`src/rtl/nmi_flag_pkg.sv`:
```
package nmi_flag_pkg;
  localparam int unsigned DATA_W  = 32;
  localparam int unsigned ADDR_W  = 2;
  localparam int unsigned NUM_SRC = 7;
  localparam int unsigned MASTER_BIT = 0;

  typedef enum logic [ADDR_W-1:0] {
    REG_FLAG   = 2'd0,
    REG_SHADOW = 2'd1,
    REG_CLEAR  = 2'd2
  } reg_sel_e;

  // sources with a shadow copy (local and peer self-test)
  localparam logic [NUM_SRC-1:0] SHADOW_EN = 7'b000_0110;

  // register bit position of each source index
  function automatic int unsigned src_bit(input int unsigned idx);
    case (idx)
      0:       return 1;
      1:       return 4;
      2:       return 5;
      3:       return 6;
      4:       return 7;
      5:       return 8;
      default: return 9;
    endcase
  endfunction

  function automatic logic [DATA_W-1:0] defined_mask();
    logic [DATA_W-1:0] m;
    m = '0;
    m[MASTER_BIT] = 1'b1;
    for (int unsigned i = 0; i < NUM_SRC; i++) m[src_bit(i)] = 1'b1;
    return m;
  endfunction
endpackage

```
`src/rtl/nmi_src_flags.sv`:
```
module nmi_src_flags #(
  parameter int unsigned           N_SRC  = 7,
  parameter logic [N_SRC-1:0]      SHD_EN = '0
) (
  input  logic             clk_i,
  input  logic             rst_ni,
  input  logic [N_SRC-1:0] evt_i,
  input  logic [N_SRC-1:0] clr_i,
  output logic [N_SRC-1:0] flag_o,
  output logic [N_SRC-1:0] shadow_o
);
  for (genvar i = 0; i < N_SRC; i++) begin : g_src
    logic flag_q;

    // hardware set has priority over software clear
    always_ff @(posedge clk_i or negedge rst_ni) begin
      if (!rst_ni) flag_q <= 1'b0;
      else         flag_q <= evt_i[i] | (flag_q & ~clr_i[i]);
    end
    assign flag_o[i] = flag_q;

    if (SHD_EN[i]) begin : g_shd
      logic shd_q;
      always_ff @(posedge clk_i or negedge rst_ni) begin
        if (!rst_ni) shd_q <= 1'b0;
        else         shd_q <= evt_i[i] | (shd_q & ~clr_i[i]);
      end
      assign shadow_o[i] = shd_q;

      p_shd_clr_r7: assert property (@(posedge clk_i) disable iff (!rst_ni)
        clr_i[i] && !evt_i[i] |=> !shadow_o[i]);
    end else begin : g_no_shd
      assign shadow_o[i] = 1'b0;
    end

    p_set_r2: assert property (@(posedge clk_i) disable iff (!rst_ni)
      evt_i[i] |=> flag_o[i]);
    p_clr_r5: assert property (@(posedge clk_i) disable iff (!rst_ni)
      clr_i[i] && !evt_i[i] |=> !flag_o[i]);
    p_hold_r5: assert property (@(posedge clk_i) disable iff (!rst_ni)
      flag_o[i] && !clr_i[i] |=> flag_o[i]);
    p_prio_r8: assert property (@(posedge clk_i) disable iff (!rst_ni)
      evt_i[i] && clr_i[i] |=> flag_o[i]);
  end
endmodule

```
`src/rtl/nmi_master.sv`:
```
module nmi_master (
  input  logic clk_i,
  input  logic rst_ni,
  input  logic any_src_i,
  input  logic clr_i,
  output logic master_o,
  output logic nmi_o
);
  logic master_q, master_d, nmi_q;

  always_comb begin
    master_d = master_q;
    if (clr_i)                   master_d = 1'b0;
    if (!master_q && any_src_i)  master_d = 1'b1;
  end

  always_ff @(posedge clk_i or negedge rst_ni) begin
    if (!rst_ni) begin
      master_q <= 1'b0;
      nmi_q    <= 1'b0;
    end else begin
      master_q <= master_d;
      nmi_q    <= master_d & ~master_q;
    end
  end

  assign master_o = master_q;
  assign nmi_o    = nmi_q;

  p_single_pulse_r3: assert property (@(posedge clk_i) disable iff (!rst_ni)
    nmi_o |=> !nmi_o);
  p_pulse_master_r3: assert property (@(posedge clk_i) disable iff (!rst_ni)
    nmi_o |-> master_o);
  p_raise_r3: assert property (@(posedge clk_i) disable iff (!rst_ni)
    !master_o && any_src_i |=> master_o && nmi_o);
  p_block_r4: assert property (@(posedge clk_i) disable iff (!rst_ni)
    master_o && !clr_i |=> master_o && !nmi_o);
  p_clear_only_r9: assert property (@(posedge clk_i) disable iff (!rst_ni)
    $fell(master_o) |-> $past(clr_i));
endmodule

```
`src/rtl/nmi_regif.sv`:
```
module nmi_regif
  import nmi_flag_pkg::*;
#(
  parameter int unsigned DW    = DATA_W,
  parameter int unsigned AW    = ADDR_W,
  parameter int unsigned N_SRC = NUM_SRC
) (
  input  logic [AW-1:0]    addr_i,
  input  logic             we_i,
  input  logic [DW-1:0]    wdata_i,
  input  logic [N_SRC-1:0] flag_i,
  input  logic [N_SRC-1:0] shadow_i,
  input  logic             master_i,
  output logic [N_SRC-1:0] clr_src_o,
  output logic             clr_master_o,
  output logic [DW-1:0]    rdata_o
);
  localparam logic [DW-1:0] MAP_MASK = DW'(defined_mask());

  logic          clr_wr;
  logic [DW-1:0] flag_word, shadow_word;

  assign clr_wr       = we_i && (addr_i == AW'(REG_CLEAR));
  assign clr_master_o = clr_wr & wdata_i[MASTER_BIT];

  always_comb begin
    flag_word   = '0;
    shadow_word = '0;
    flag_word[MASTER_BIT] = master_i;
    for (int unsigned i = 0; i < N_SRC; i++) begin
      flag_word[src_bit(i)]   = flag_i[i];
      shadow_word[src_bit(i)] = shadow_i[i];
    end
  end

  for (genvar i = 0; i < N_SRC; i++) begin : g_clr
    assign clr_src_o[i] = clr_wr & wdata_i[src_bit(i)];
  end

  // reserved write bits have no function
  logic unused_w;
  assign unused_w = ^(wdata_i & ~MAP_MASK);

  always_comb begin
    case (addr_i)
      AW'(REG_FLAG):   rdata_o = flag_word;
      AW'(REG_SHADOW): rdata_o = shadow_word;
      default:         rdata_o = '0;
    endcase
  end
endmodule

```
`src/rtl/nmi_flag_ctrl.sv`:
```
module nmi_flag_ctrl
  import nmi_flag_pkg::*;
(
  input  logic               clk_i,
  input  logic               rst_ni,
  input  logic [NUM_SRC-1:0] fault_evt_i,
  input  logic [ADDR_W-1:0]  addr_i,
  input  logic               we_i,
  input  logic [DATA_W-1:0]  wdata_i,
  output logic [DATA_W-1:0]  rdata_o,
  output logic               nmi_o
);
  localparam logic [DATA_W-1:0] MAP_MASK = DATA_W'(defined_mask());

  logic [NUM_SRC-1:0] flag, shadow, clr_src;
  logic               master, clr_master;

  nmi_src_flags #(.N_SRC(NUM_SRC), .SHD_EN(SHADOW_EN)) u_src (
    .clk_i    (clk_i),
    .rst_ni   (rst_ni),
    .evt_i    (fault_evt_i),
    .clr_i    (clr_src),
    .flag_o   (flag),
    .shadow_o (shadow)
  );

  nmi_master u_master (
    .clk_i     (clk_i),
    .rst_ni    (rst_ni),
    .any_src_i (|flag),
    .clr_i     (clr_master),
    .master_o  (master),
    .nmi_o     (nmi_o)
  );

  nmi_regif #(.DW(DATA_W), .AW(ADDR_W), .N_SRC(NUM_SRC)) u_regif (
    .addr_i       (addr_i),
    .we_i         (we_i),
    .wdata_i      (wdata_i),
    .flag_i       (flag),
    .shadow_i     (shadow),
    .master_i     (master),
    .clr_src_o    (clr_src),
    .clr_master_o (clr_master),
    .rdata_o      (rdata_o)
  );

  always_comb begin
    if (rst_ni) begin
      p_rsvd_r10: assert ((rdata_o & ~MAP_MASK) == '0);
    end
  end

  p_clr_reads_zero_r6: assert property (@(posedge clk_i) disable iff (!rst_ni)
    addr_i == ADDR_W'(REG_CLEAR) |-> rdata_o == '0);
endmodule

```
`config.mk`:
```
export PLATFORM = sky130hd
export DESIGN_NAME = nmi_flag_ctrl
export DESIGN_NICKNAME = d
export VERILOG_FILES = /design/src/rtl/nmi_flag_pkg.sv /design/src/rtl/nmi_src_flags.sv /design/src/rtl/nmi_master.sv /design/src/rtl/nmi_regif.sv /design/src/rtl/nmi_flag_ctrl.sv
export SDC_FILE = /design/constraint.sdc
export NUM_CORES = 1
export LEC_CHECK = 0
export BUFFER_PORTS_ARGS = -buffer_cell sky130_fd_sc_hd__buf_2
export CAP_MARGIN = 5
export CORE_AREA = 2 2 47 49
export CTS_BUF_LIST = sky130_fd_sc_hd__clkbuf_4
export DETAILED_ROUTE_END_ITERATION = 7
export DIE_AREA = 0 0 49 51
export PLACE_DENSITY = 0.82
export SLEW_MARGIN = 20
export SYNTH_ARGS = -nofsm -noshare
export SYNTH_HDL_FRONTEND = slang
export SYNTH_SLANG_ARGS = --single-unit
export TNS_END_PERCENT = 50
```
`constraint.sdc`:
```
create_clock -name clk_i -period 2.8 [get_ports clk_i]
set_clock_uncertainty 0.15 [all_clocks]
set_input_delay 0.14 -clock clk_i [delete_from_list [all_inputs] [get_ports clk_i]]
set_output_delay 0.14 -clock clk_i [all_outputs]
set_load 0.005 [all_outputs]
```
### After elaboration in Yosys (flattened, before gate mapping)

Index checks and enable logic that the tools add are counted.

| storage, ports and cells | value |
|---|---|
| register bits | 11 |
| input bits | 44 |
| output and inout bits | 33 |
| word-level logic and storage cells | 56 |

| cells by class | value |
|---|---|
| equal/unequal tests | 2 |
| muxes and demuxes | 3 |
| bitwise gates (word level) | 35 |
| reductions and logical operators | 5 |

Operators with widths:

| cell | number |
|---|---|
| 10-bit one-hot mux with 2 select lines | 1 |
| 1-bit bitwise AND | 18 |
| 1-bit OR | 9 |
| 1-bit NOT | 8 |
| 7-bit OR reduction | 1 |
| 2-bit by 1-bit == test with 1-bit output, second input constant | 1 |
| 2-bit == test, second input constant | 1 |
| 1-bit logical AND | 2 |
| 2-bit zero test | 1 |
| 1-bit two-way mux | 2 |
| 1-bit zero test | 1 |

### Depth between registers and ports, before layout

Gate-level depths: netlist of the first run.

| logic depth | value |
|---|---|
| word-level depth | 6 |
| gate-level depth with buffers | 4 |

### By module

From an unflattened synthesis of the first run, not the netlist that was laid out.

| unflattened totals | value |
|---|---|
| cell total of the unflattened synthesis | 99 |
| area total of the unflattened synthesis | 880.8 um^2 |

Modules (own cells, without submodules):

| module | instances | cells an instance | area an instance (um^2) |
|---|---|---|---|
| nmi_src_flags | 1 | 40 | 427.9 |
| nmi_regif | 1 | 51 | 372.9 |
| nmi_master | 1 | 5 | 65.1 |
| nmi_flag_ctrl | 1 | 3 | 15.0 |

### Worst setup path before layout of the first run

No wires, ideal clock.

| path | value |
|---|---|
| kind | reg-to-reg |
| start point | register u_src.g_src[3].flag_q |
| end point | register u_master.master_q, in the netlist u_master.master_o |
| library setup time | 0.128 ns |
| arrival time | 1.133 ns |
| data required time | 2.522 ns |
| path slack | 1.389 ns |
| cell stages (with the launch flop) | 4 |
| path buffers | 0 |
| cell sequence | dfrtp_1 -> or4_4 -> nor4_4 -> a21oi_1 |

| between the ends | value |
|---|---|
| longest elaborated chain between the ends | 3 |

RTL lines:

| element | RTL line | text |
|---|---|---|
| start: declaration | nmi_src_flags.sv:13 | `logic flag_q;` |
| start signal: assignment | nmi_src_flags.sv:18 | `else flag_q <= evt_i[i] \| (flag_q & ~clr_i[i]);` |
| 7-bit OR reduction | nmi_flag_ctrl.sv:30 | `.any_src_i (\|flag),` |
| 1-bit logical AND | nmi_master.sv:14 | `if (!master_q && any_src_i) master_d = 1'b1;` |
| 1-bit two-way mux | nmi_master.sv:14 |  |
| named net u_master.master_d | nmi_master.sv:9 | `logic master_q, master_d, nmi_q;` |
| end signal: assignment | nmi_master.sv:22 | `master_q <= master_d;` |
| end: declaration | nmi_master.sv:9 |  |

The timed path passes the listed nets, and every way through them passes these cells.

### Worst setup path in the final report of the first run

| path | value |
|---|---|
| start point | input addr_i[0] |
| end point | register u_src.g_src[6].flag_q |

| between the ends | value |
|---|---|
| longest elaborated chain between the ends | 6 |

RTL lines:

| element | RTL line | text |
|---|---|---|
| start: declaration | nmi_flag_ctrl.sv:7 | `input logic [ADDR_W-1:0] addr_i,` |
| 2-bit == test | nmi_regif.sv:23 | `assign clr_wr = we_i && (addr_i == AW'(REG_CLEAR));` |
| 1-bit logical AND | nmi_regif.sv:23 |  |
| 1-bit bitwise AND | nmi_regif.sv:37 | `assign clr_src_o[i] = clr_wr & wdata_i[src_bit(i)];` |
| 1-bit NOT | nmi_src_flags.sv:18 |  |
| 1-bit bitwise AND | nmi_src_flags.sv:18 |  |
| 1-bit OR | nmi_src_flags.sv:18 |  |
| end signal: assignment | nmi_src_flags.sv:18 |  |
| end: declaration | nmi_src_flags.sv:13 |  |

Every way passes these cells.

==> results of run 1 <==
## cell usage after synthesis, drive strengths merged
| cell type | n |
|---|---|
| nor4 | 1 |
| conb | 1 |
| buf | 25 |
| nand2 | 7 |
| inv | 1 |
| nor3 | 1 |
| and3b | 1 |
| or4 | 1 |
| and2 | 5 |
| mux2i | 2 |
| a21oi | 1 |
| dfrtp | 11 |
| nor2 | 4 |
| and3 | 1 |
| a21o | 9 |
## through the flow
step | instance area, um^2 | setup slack, ps | hold WS (ps)
floorplan | 772 | 1390 | -306
global placement | 762 | 1340 | -132
detailed placement | 762 | 1320 | -131
CTS | 902 | 1310 | 1.95
global route | 902 | 1230 | 26.5
finish | 902 | 1310 | 9.31
## cells in the final DEF (no fill, tap or decap)
cell type / count
and2_1: 5
mux2i_1: 2
conb_1: 24
inv_1: 1
a21oi_1: 1
buf_2: 28
dfrtp_1: 11
nor4_4: 1
nor2_1: 4
nor3_1: 1
dlygate4sd3_1: 11
and3b_1: 1
or4_4: 1
nand2_1: 7
clkbuf_4: 4
and3_1: 1
a21o_1: 9
## metal layers
| layer | vias up | wire length, um | part of all wire, % | track usage, % |
|---|---|---|---|---|
| met5 | - | 0 | 0 | 0 |
| met4 | 0 | 0 | 0 | 5.71 |
| met3 | 0 | 97 | 7.4 | 0.877 |
| met2 | 38 | 713 | 54 | 21.7 |
| met1 | 249 | 503 | 38 | 13.6 |
| li1 | 262 | - | - | - |
## worst register-to-register path: cells and delay by family, from the launching register on
family | cells | cell delay, ps
AND/OR/NAND/NOR | 2 | 710
flip-flops | 1 | 400
AO/OA/AOI/OAI | 1 | 110
## sequential cells by signal, indices dropped and copies added, names as in the netlist
signal / flops
u_master.master_o: 1
u_src.g_src.flag_q: 7
u_master.nmi_o: 1
u_src.g_src.g_shd.shd_q: 2
## power by group through the flow
stage / Sequential (mW) / Combinational [mW] / Clock (mW)
6_report: 0.169 / 0.0592 / 0.115
5_1_grt: 0.169 / 0.0675 / 0.127
4_1_cts: 0.169 / 0.0586 / 0.120
3_5_place_dp: 0.172 / 0.0477 / 0
3_3_place_gp: 0.171 / 0.0467 / 0
2_1_floorplan: 0.171 / 0.0460 / 0
## what timing repair did
action / CTS / global route
endpoints found under the hold margin: 20 / 0
setup endpoints to repair: 0 / 0
hold buffers: 11 / 0
## worst max path at each step
| stage | startpoint | endpoint | depth (start not counted) | slack, ps |
|---|---|---|---|---|
| finish | addr_i[0] | u_src.g_src[6].flag_q$_DFF_PN0_ | 5 | 1310 |
| global route | addr_i[0] | u_src.g_src[6].flag_q$_DFF_PN0_ | 5 | 1230 |
| CTS | addr_i[0] | u_src.g_src[0].flag_q$_DFF_PN0_ | 5 | 1310 |
| detailed placement | u_src.g_src[3].flag_q$_DFF_PN0_ | u_master.master_o$_DFF_PN0_ | 3 | 1320 |
| global placement | u_src.g_src[3].flag_q$_DFF_PN0_ | u_master.master_o$_DFF_PN0_ | 3 | 1340 |
| floorplan | u_src.g_src[3].flag_q$_DFF_PN0_ | u_master.master_o$_DFF_PN0_ | 3 | 1390 |
## cells by family (layout without fill, tap and decap cells)
family                 Yosys count  in the layout  share of synthesized area, %
muxes                            2              2                          2.92
AOI/OAI and AO/OA               10             10                          10.6
and+or+nand+nor                 21             21                          18.2
buffers and inverters           26             44                          27.6
other                            1             24                         0.547
DFF                             11             11                          40.1
## final cells by class
type | instances | area share (%)
multi-input combinational | 57 | 34.1
sequential | 11 | 30.5
timing repair buffer | 39 | 27.7
tap | 28 | 3.88
clock buffer | 4 | 3.33
inverter | 1 | 0.416
==> impl_metrics.env, run 1 <==
export IMPL_rr_startpoint="u_src.g_src[3].flag_q$_DFF_PN0_"
export IMPL_startpoint_type="primary input"
export IMPL_cts_root_buffer="clkbuf_4"
export IMPL_ios=77
export IMPL_min_path_cells=3
export IMPL_fmax_mhz=670
export IMPL_slew_violations=0
export IMPL_dpl_hpwl_um=965
export IMPL_fillers=200
export IMPL_cts_resized=0
export IMPL_vias_per_cell=3.92
export IMPL_rsz0062_at_grt="no"
export IMPL_cts_tree="done"
export IMPL_dr_pass1_iters=4
export IMPL_leakagePower_nw=0.459
export IMPL_final_setup_viol_count=0
export IMPL_wirelength_um=1310
export IMPL_p_per_area_nw_per_um2=380
export IMPL_row_count=17
export IMPL_nets=157
export IMPL_drtIter0Drc=8
export IMPL_synthDistinctLibCells=16
export IMPL_hp_start="wdata_i[8]"
export IMPL_grt_pass1_wl_um=2280
export IMPL_crit_buf_inv=2
export IMPL_hold_viol_final=0
export IMPL_ys_seq_elements=11
export IMPL_ir_drop_uv=253
export IMPL_drtAntennaViolNets=0
export IMPL_synth_top_cell_by_area="dfrtp_1"
export IMPL_power_total_uw=343
export IMPL_period_minus_slack_ps=1490
export IMPL_sw_frac_of_total_pct=24.1
export IMPL_clock_power_share_pct=33.5
export IMPL_cp_data_required_time_ps=2800
export IMPL_reg2reg_slack_ps=1320
export IMPL_postCtsSetupRepairBufs=0
export IMPL_p_sw_uw=82.8
export IMPL_intPower_uw=260
export IMPL_endpoint_kind="flop"
export IMPL_reg2reg_to="u_master.master_o$_DFF_PN0_"
export IMPL_synth_seq_area_share_pct=40.1
export IMPL_cp_slowest_cell="dlygate4sd3_1"
export IMPL_regArea_um2=275
export IMPL_r2r_cells=3
export IMPL_cts_htree_levels=1
export IMPL_yosys_area_top_type_share_pct=40.1
export IMPL_combPwrFrac_pct=17.3
export IMPL_port_buffers=28
export IMPL_die_w_um=49
export IMPL_core_area_um2=2060
export IMPL_wl_per_cell_um=9.38
export IMPL_synthCells=71
export IMPL_clk_latency_ps=260
export IMPL_cts_buffer_depth=2
export IMPL_timing_final_crit_share_pct=53.3
export IMPL_grt_overflow=0
export IMPL_grt_usage_pct=11.7
export IMPL_final_layout_size_suffix_gt1_share_pct=30.4
export IMPL_route_detailed_drc=0
export IMPL_placedCellCount=125
export IMPL_crit_chain="buf_2 -> and3b_1 -> nand2_1 -> a21o_1 -> dlygate4sd3_1"
export IMPL_syn2layout_area_growth_pct=31.6
export IMPL_initial_core_util_pct=33.2
export IMPL_antenna_found_initial=0
export IMPL_syn_avg_cell_area_um2=9.66
export IMPL_grt_pass1_vias=558
export IMPL_worstSetupPathType="primary input to flop"
export IMPL_die_area_um2=2500
export IMPL_synth_warnings=0
export IMPL_ys_top_cells_by_area="dfrtp_1 (40%), buf_4 (26%), a21o_1 (9.9%), and2_1 (4.6%), nand2_1 (3.8%)"
export IMPL_slowest_delay_ps=550
export IMPL_arrival_ps=1490
export IMPL_holdCritPathClass="primary input to flop"
export IMPL_vias=549
export IMPL_outcome="completed"
export IMPL_max_cap_viol_count=0
export IMPL_antenna_cells=0
export IMPL_layout_cells_non_filler=140
export IMPL_path_max_fanout=8
export IMPL_syn_area_um2=686
export IMPL_grt_start_max_net_pins=12
export IMPL_min_to="u_src.g_src[5].flag_q$_DFF_PN0_"
export IMPL_cts_buffers=3
export IMPL_die_h_um=51
export IMPL_postLayoutCoreUtil_pct=43.7
export IMPL_fin_tns_setup_ps=0
export IMPL_clkTransAtPathRegs_ps=60
export IMPL_power_frac_seq_pct=49.2
export IMPL_cpLargestDelayFamily="buffers and inverters"
export IMPL_cts_sink_count=11
export IMPL_multi_input_area_um2=308
export IMPL_place_gp_congestion=0.712
No activity file was read; power rests on OpenSTA's default activity.
==> run 2, diff against run 1 <==
--- a/config.mk
+++ b/config.mk
@@ -5,13 +5,14 @@
 export SDC_FILE = /design/constraint.sdc
 export NUM_CORES = 1
 export LEC_CHECK = 0
+export ABC_AREA = 1
 export BUFFER_PORTS_ARGS = -buffer_cell sky130_fd_sc_hd__buf_2
 export CAP_MARGIN = 5
-export CORE_AREA = 2 2 47 49
+export CORE_AREA = 2 2 49 51
 export CTS_BUF_LIST = sky130_fd_sc_hd__clkbuf_4
 export DETAILED_ROUTE_END_ITERATION = 7
-export DIE_AREA = 0 0 49 51
-export PLACE_DENSITY = 0.82
+export DIE_AREA = 0 0 51 53
+export PLACE_DENSITY = 0.78
 export SLEW_MARGIN = 20
 export SYNTH_ARGS = -nofsm -noshare
 export SYNTH_HDL_FRONTEND = slang
==> constraint.sdc (replaced) <==
create_clock -name clk_i -period 1.4 [get_ports clk_i]
set_clock_uncertainty 0.15 [all_clocks]
set_input_delay 0.07 -clock clk_i [delete_from_list [all_inputs] [get_ports clk_i]]
set_output_delay 0.07 -clock clk_i [all_outputs]
set_load 0.005 [all_outputs]
==> impl_metrics.env, run 2 <==
export IMPL_dr_pass1_iters=4
export IMPL_crit_chain="dlygate4sd3_1 -> buf_2 -> o21bai_1 -> dlygate4sd3_1"
export IMPL_fmax_mhz=720
export IMPL_fin_tns_setup_ps=0
export IMPL_placedCellCount=149
export IMPL_die_h_um=53
export IMPL_syn2layout_area_growth_pct=38.0
export IMPL_leakagePower_nw=0.633
export IMPL_postLayoutCoreUtil_pct=46.4
export IMPL_wirelength_um=1400
export IMPL_synth_warnings=0
export IMPL_worstSetupPathType="primary input to flop"
export IMPL_wl_per_cell_um=8.27
export IMPL_startpoint_type="primary input"
export IMPL_slowest_delay_ps=550
export IMPL_yosys_area_top_type_share_pct=38.1
export IMPL_synth_common_cells="buf_4 (24), inv_1 (22), nor2_1 (16)"
export IMPL_synth_fa_ha_area_share_pct=0
export IMPL_cts_buffers=3
export IMPL_reg_top3="u_src.g_src.flag_q: 7 flops, u_src.g_src.g_shd.shd_q: 2 flops"
export IMPL_layout_common_cells="buf_2 (28), conb_1 (24), inv_1 (22)"
export IMPL_cts_buffer_depth=2
export IMPL_cp_startpoint="fault_evt_i[4]"
export IMPL_route_detailed_drc=0
export IMPL_rr_startpoint="u_src.g_src[4].flag_q$_DFF_PN0_"
export IMPL_synth_top_family_by_area="buffers and inverters"
export IMPL_hp_start="wdata_i[4]"
export IMPL_final_common_cell="buf_2"
export IMPL_grt_overflow=0
export IMPL_grt_start_max_net_pins=12
export IMPL_synth_top_cell_by_area="dfrtp_1"
export IMPL_largest_register_ffs=7
export IMPL_port_buffers=28
export IMPL_core_area_um2=2150
export IMPL_cts_tree="done"
export IMPL_timing_final_crit_share_pct=99.2
export IMPL_drtAntennaViolNets=0
export IMPL_nets=186
export IMPL_vias=628
export IMPL_whs_ps=-23.9
export IMPL_drtIter0Drc=1
export IMPL_clkTransAtPathRegs_ps=80
export IMPL_clk_latency_ps=270
export IMPL_layout_cells_non_filler=169
export IMPL_synth_seq_area_share_pct=38.1
export IMPL_postCtsSetupRepairBufs=0
export IMPL_grt_pass1_wl_um=2140
export IMPL_ys_seq_elements=11
export IMPL_final_layout_size_suffix_gt1_share_pct=24.1
export IMPL_met1_length_um=536
export IMPL_cts_root_buffer="clkbuf_4"
export IMPL_die_area_um2=2700
export IMPL_hold_viol_final=1
export IMPL_dr_wl_met2_um=744
export IMPL_ios=77
export IMPL_synth_most_common_cell="buf_4"
export IMPL_violations="hold timing"
export IMPL_ys_flop_type="dfrtp_1"
export IMPL_synth_xor_area_share_pct=0
export IMPL_arrival_ps=1390
export IMPL_critPathMostFrequentCell="dlygate4sd3_1"
export IMPL_place_gp_congestion=0.726
export IMPL_synthMuxAreaShare_pct=0
export IMPL_vias_per_cell=3.72
export IMPL_initial_core_util_pct=33.6
export IMPL_ys_top_cells_by_area="dfrtp_1 (38%), buf_4 (25%), inv_1 (11%), nor2_1 (8.3%), o21bai_1 (5.2%)"
export IMPL_max_cap_viol_count=0
export IMPL_p_per_area_nw_per_um2=771
export IMPL_synth_simple_area_share_pct=13.3
export IMPL_top_register="u_src.g_src.flag_q"
export IMPL_grt_usage_pct=11.4
export IMPL_synthCells=94
export IMPL_synth_compound_area_share_pct=11.1
export IMPL_antenna_found_initial=0
export IMPL_path_max_fanout=1
export IMPL_syn_avg_cell_area_um2=7.68
export IMPL_dpl_hpwl_um=1100
export IMPL_antenna_cells=0
export IMPL_met3WireLength_um=88
export IMPL_row_count=17
export IMPL_endpoint_kind="flop"
export IMPL_final_setup_viol_count=0
export IMPL_synthDistinctLibCells=12
export IMPL_async_reset_ff_share_pct=100
export IMPL_cts_sink_count=11
export IMPL_period_minus_slack_ps=1390
export IMPL_holdCritPathClass="primary input to flop"
export IMPL_slew_violations=0
export IMPL_rsz0062_at_grt="no"
export IMPL_cp_data_required_time_ps=1400
export IMPL_synth_edf_count=0
export IMPL_syn_area_um2=722
export IMPL_die_w_um=51
export IMPL_grt_pass1_vias=563
export IMPL_outcome="finished with violations"
export IMPL_ir_drop_uv=475
export IMPL_highest_layer="met4"
export IMPL_cts_htree_levels=1
export IMPL_cp_slowest_cell="dlygate4sd3_1"
==> run 2: routing by layer <==
layer / vias to the layer above / GRT usage (%)
met5: - / 0
li1: 322 / -
met1: 274 / 10.9
met3: 2 / 1.69
met2: 30 / 21.4
met4: 0 / 9.46
==> run 2: what timing repair did <==
item | in CTS | in global routing
hold buffers | 17 | 1
resized for setup | 0 | 2
endpoints found under the hold margin | 21 | 1
setup endpoints to repair | 0 | 4
==> run 2: cell families after synthesis <==
family | count (synthesis)
simple gates | 22
compound gates | 13
other cells | 1
buf+inv | 47
flops | 11
==> run 2: cell type report <==
cell class | instances | area (um^2)
clock inverters | 1 | 5.00
well taps | 28 | 35.0
clock buffers | 3 | 22.5
fillers | 225 | 1150
flip-flops and latches | 11 | 275
inverters | 23 | 86.3
repair buffers | 44 | 305
multi-input cells | 59 | 267
==> run 2: power by group <==
part | internal, mW | switching (mW)
Clock | 0.106 | 0.112
Sequential | 0.351 | 0.0122
Combinational | 0.0928 | 0.0950
==> run 2: final timing paths <==
kind                                              endpoint  slack (ps)  cells after the start
setup / recovery           u_src.g_src[4].flag_q$_DFF_PN0_          10                      4
hold / removal             u_src.g_src[1].flag_q$_DFF_PN0_         -20                      4
setup reg to reg           u_src.g_src[4].flag_q$_DFF_PN0_          80                      3
hold reg to reg                u_master.master_o$_DFF_PN0_         350                      2
max in group asynchronous  u_src.g_src[5].flag_q$_DFF_PN0_         860                      2
min in group asynchronous  u_src.g_src[2].flag_q$_DFF_PN0_          40                      2
==> run 2: critical path: cells and delay by family <==
| kind | cells | cell delay [ps] |
|---|---|---|
| buffers and inverters | 3 | 1190 |
| AOI/OAI and AO/OA | 1 | 130 |
==> run 2: metrics by stage <==
step / cell area, um^2 / worst slack, ps / total power, mW
3_3_place_gp: 803 / 372 / 0.518
3_5_place_dp: 803 / 337 / 0.527
6_report: 996 / 10.5 / 0.768
2_1_floorplan: 808 / 436 / 0.499
4_1_cts: 1000 / 12.3 / 0.781
5_1_grt: 996 / 0.377 / 0.823
==> run 3, diff against run 2 <==
--- a/config.mk
+++ b/config.mk
@@ -5,14 +5,13 @@
 export SDC_FILE = /design/constraint.sdc
 export NUM_CORES = 1
 export LEC_CHECK = 0
-export ABC_AREA = 1
 export BUFFER_PORTS_ARGS = -buffer_cell sky130_fd_sc_hd__buf_2
 export CAP_MARGIN = 5
-export CORE_AREA = 2 2 49 51
+export CORE_AREA = 2 2 48 50
 export CTS_BUF_LIST = sky130_fd_sc_hd__clkbuf_4
 export DETAILED_ROUTE_END_ITERATION = 7
-export DIE_AREA = 0 0 51 53
-export PLACE_DENSITY = 0.78
+export DIE_AREA = 0 0 50 52
+export PLACE_DENSITY = 0.79
 export SLEW_MARGIN = 20
 export SYNTH_ARGS = -nofsm -noshare
 export SYNTH_HDL_FRONTEND = slang
==> impl_metrics.env, run 3 (synthesis results as in run 1) <==
export IMPL_outcome="finished with violations"
export IMPL_violations="setup timing"
export IMPL_slew_violations=0
export IMPL_fmax_mhz=683
export IMPL_slowest_delay_ps=550
export IMPL_postCtsSetupRepairBufs=0
export IMPL_core_area_um2=2110
export IMPL_initial_core_util_pct=32.6
export IMPL_die_h_um=52
export IMPL_hold_viol_final=0
export IMPL_wirelength_um=1600
export IMPL_antenna_cells=0
export IMPL_cts_sink_count=11
export IMPL_die_area_um2=2600
export IMPL_syn2layout_area_growth_pct=42.2
export IMPL_ir_drop_uv=521
export IMPL_nets=165
export IMPL_rr_startpoint="u_src.g_src[3].flag_q$_DFF_PN0_"
export IMPL_met1_usage_pct=10.8
export IMPL_endpoint_kind="flop"
export IMPL_final_setup_viol_count=2
export IMPL_cts_tree="done"
export IMPL_timing_final_crit_share_pct=105
export IMPL_largest_register_ffs=7
export IMPL_cts_buffer_depth=2
export IMPL_layout_common_cells="buf_2 (28), conb_1 (24), dlygate4sd3_1 (16)"
export IMPL_wl_per_cell_um=10.8
export IMPL_ios=77
export IMPL_multi_input_area_um2=308
export IMPL_max_cap_viol_count=0
export IMPL_drtAntennaViolNets=0
export IMPL_place_gp_congestion=0.708
export IMPL_arrival_ps=1470
export IMPL_final_layout_size_suffix_gt1_share_pct=30.8
export IMPL_vias_per_cell=4.09
export IMPL_startpoint_type="flop"
export IMPL_grt_overflow=0
export IMPL_layout_cells_non_filler=148
export IMPL_drtIter0Drc=8
export IMPL_port_buffers=28
export IMPL_cp_data_required_time_ps=1410
export IMPL_grt_pass1_wl_um=2500
export IMPL_crit_chain="or4_4 -> nor4_4 -> a21oi_1"
export IMPL_worstSetupPathType="flop to flop"
export IMPL_reg_top3="u_src.g_src.flag_q: 7 flops, u_src.g_src.g_shd.shd_q: 2 flops"
export IMPL_dpl_hpwl_um=1090
export IMPL_clkTransAtPathRegs_ps=70
export IMPL_final_common_cell="buf_2"
export IMPL_die_w_um=50
export IMPL_holdCritPathClass="primary input to async pin"
export IMPL_row_count=17
export IMPL_antenna_found_initial=0
export IMPL_grt_start_max_net_pins=12
export IMPL_dr_pass1_iters=4
export IMPL_fillers=191
export IMPL_cts_resized=0
export IMPL_placedCellCount=128
export IMPL_grt_pass1_vias=623
export IMPL_cts_buffers=3
export IMPL_cp_slowest_cell="or4_4"
export IMPL_route_detailed_drc=0
export IMPL_finalWorstSetupSlack_ps=-63.3
export IMPL_leakagePower_nw=0.500
export IMPL_cp_startpoint="u_src.g_src[3].flag_q$_DFF_PN0_"
export IMPL_period_minus_slack_ps=1460
export IMPL_regArea_um2=275
export IMPL_clk_latency_ps=280
export IMPL_p_per_area_nw_per_um2=739
export IMPL_grtUsageMet2_pct=27.6
export IMPL_grt_usage_pct=13.1
export IMPL_power_total_uw=720
export IMPL_cts_htree_levels=1
export IMPL_vias=606
export IMPL_path_max_fanout=2
export IMPL_top_register="u_src.g_src.flag_q"
export IMPL_grt_use_met3_pct=1.72
export IMPL_grt_most_used_layer="met2"
export IMPL_rsz0062_at_grt="yes"
export IMPL_cts_root_buffer="clkbuf_4"
run 3: changes by cell type in the layout (fill, tap and decap cells not counted), sizes merged, moves of 3 or more:
| cell | previous run | this run |
|---|---|---|
| inv | 23 | 1 |
| a21o | 0 | 9 |
| and2 | 0 | 5 |
| o21bai | 5 | 0 |
| o21ai | 6 | 0 |
| nor2 | 16 | 4 |
| buf | 28 | 31 |
run 3: cell type report:
cell class / instances / area share, %
sequential: 11 / 28.2
clock buffer: 4 / 3.08
timing repair buffer: 47 / 33.1
tap: 28 / 3.59
inverter: 1 / 0.385
multi-input combinational: 57 / 31.6
run 3: report_power, final:
group | internal, mW | switching (mW) | leakage (nW)
combinational | 0.0770 | 0.0625 | 0.376
sequential | 0.328 | 0.00847 | 0.105
clock | 0.130 | 0.114 | 0.0184
total | 0.535 | 0.185 | 0.500
run 3: path summary, 6_finish.rpt:
kind	to	slack [ps]	cells after the start
setup / recovery	u_master.master_o$_DFF_PN0_	-60	3
hold / removal	u_src.g_src[0].flag_q$_DFF_PN0_	40	2
setup reg to reg	u_master.master_o$_DFF_PN0_	-60	3
hold reg to reg	u_master.nmi_o$_DFF_PN0_	300	1
max in group asynchronous	u_src.g_src[1].flag_q$_DFF_PN0_	860	2
min in group clk_i	u_src.g_src[3].flag_q$_DFF_PN0_	230	4
run 3: per-layer routing:
| metal | vias to the layer above | wire length (um) | part of all wire (%) |
|---|---|---|---|
| met4 | 0 | 35 | 2.2 |
| li1 | 279 | - | - |
| met2 | 38 | 899 | 56 |
| met1 | 286 | 548 | 34 |
| met3 | 3 | 114 | 7.1 |
| met5 | - | 0 | 0 |
run 3: critical path: cells and delay by family (launching register included):
kind             cells  cell delay [ps]
AO/OA/AOI/OAI        1              100
flip-flops           1              390
AND/OR/NAND/NOR      2              710
run 3: repair_timing:
| item | in CTS | in global routing |
|---|---|---|
| endpoints found under the hold margin | 21 | 0 |
| endpoints found under the setup margin | 2 | 2 |
| gates cloned | 0 | 0 |
| pin swaps | 0 | 0 |
| hold buffers | 16 | 0 |
run 3: through the flow:
stage | TNS, ps | hold slack, ps | utilization [%] | setup WS, ps | area (um^2)
after CTS | -94.8 | 31.8 | 46.3 | -74.5 | 975
after detailed placement | -77.6 | -197 | 37.3 | -66.6 | 785
after floorplan | -10.6 | -376 | - | -10.6 | 772
after global routing | -162 | 50.7 | 46.3 | -105 | 975
final | -73.5 | 35.9 | 46.3 | -63.3 | 975
after global placement | -51.5 | -202 | 37.3 | -44.7 | 785
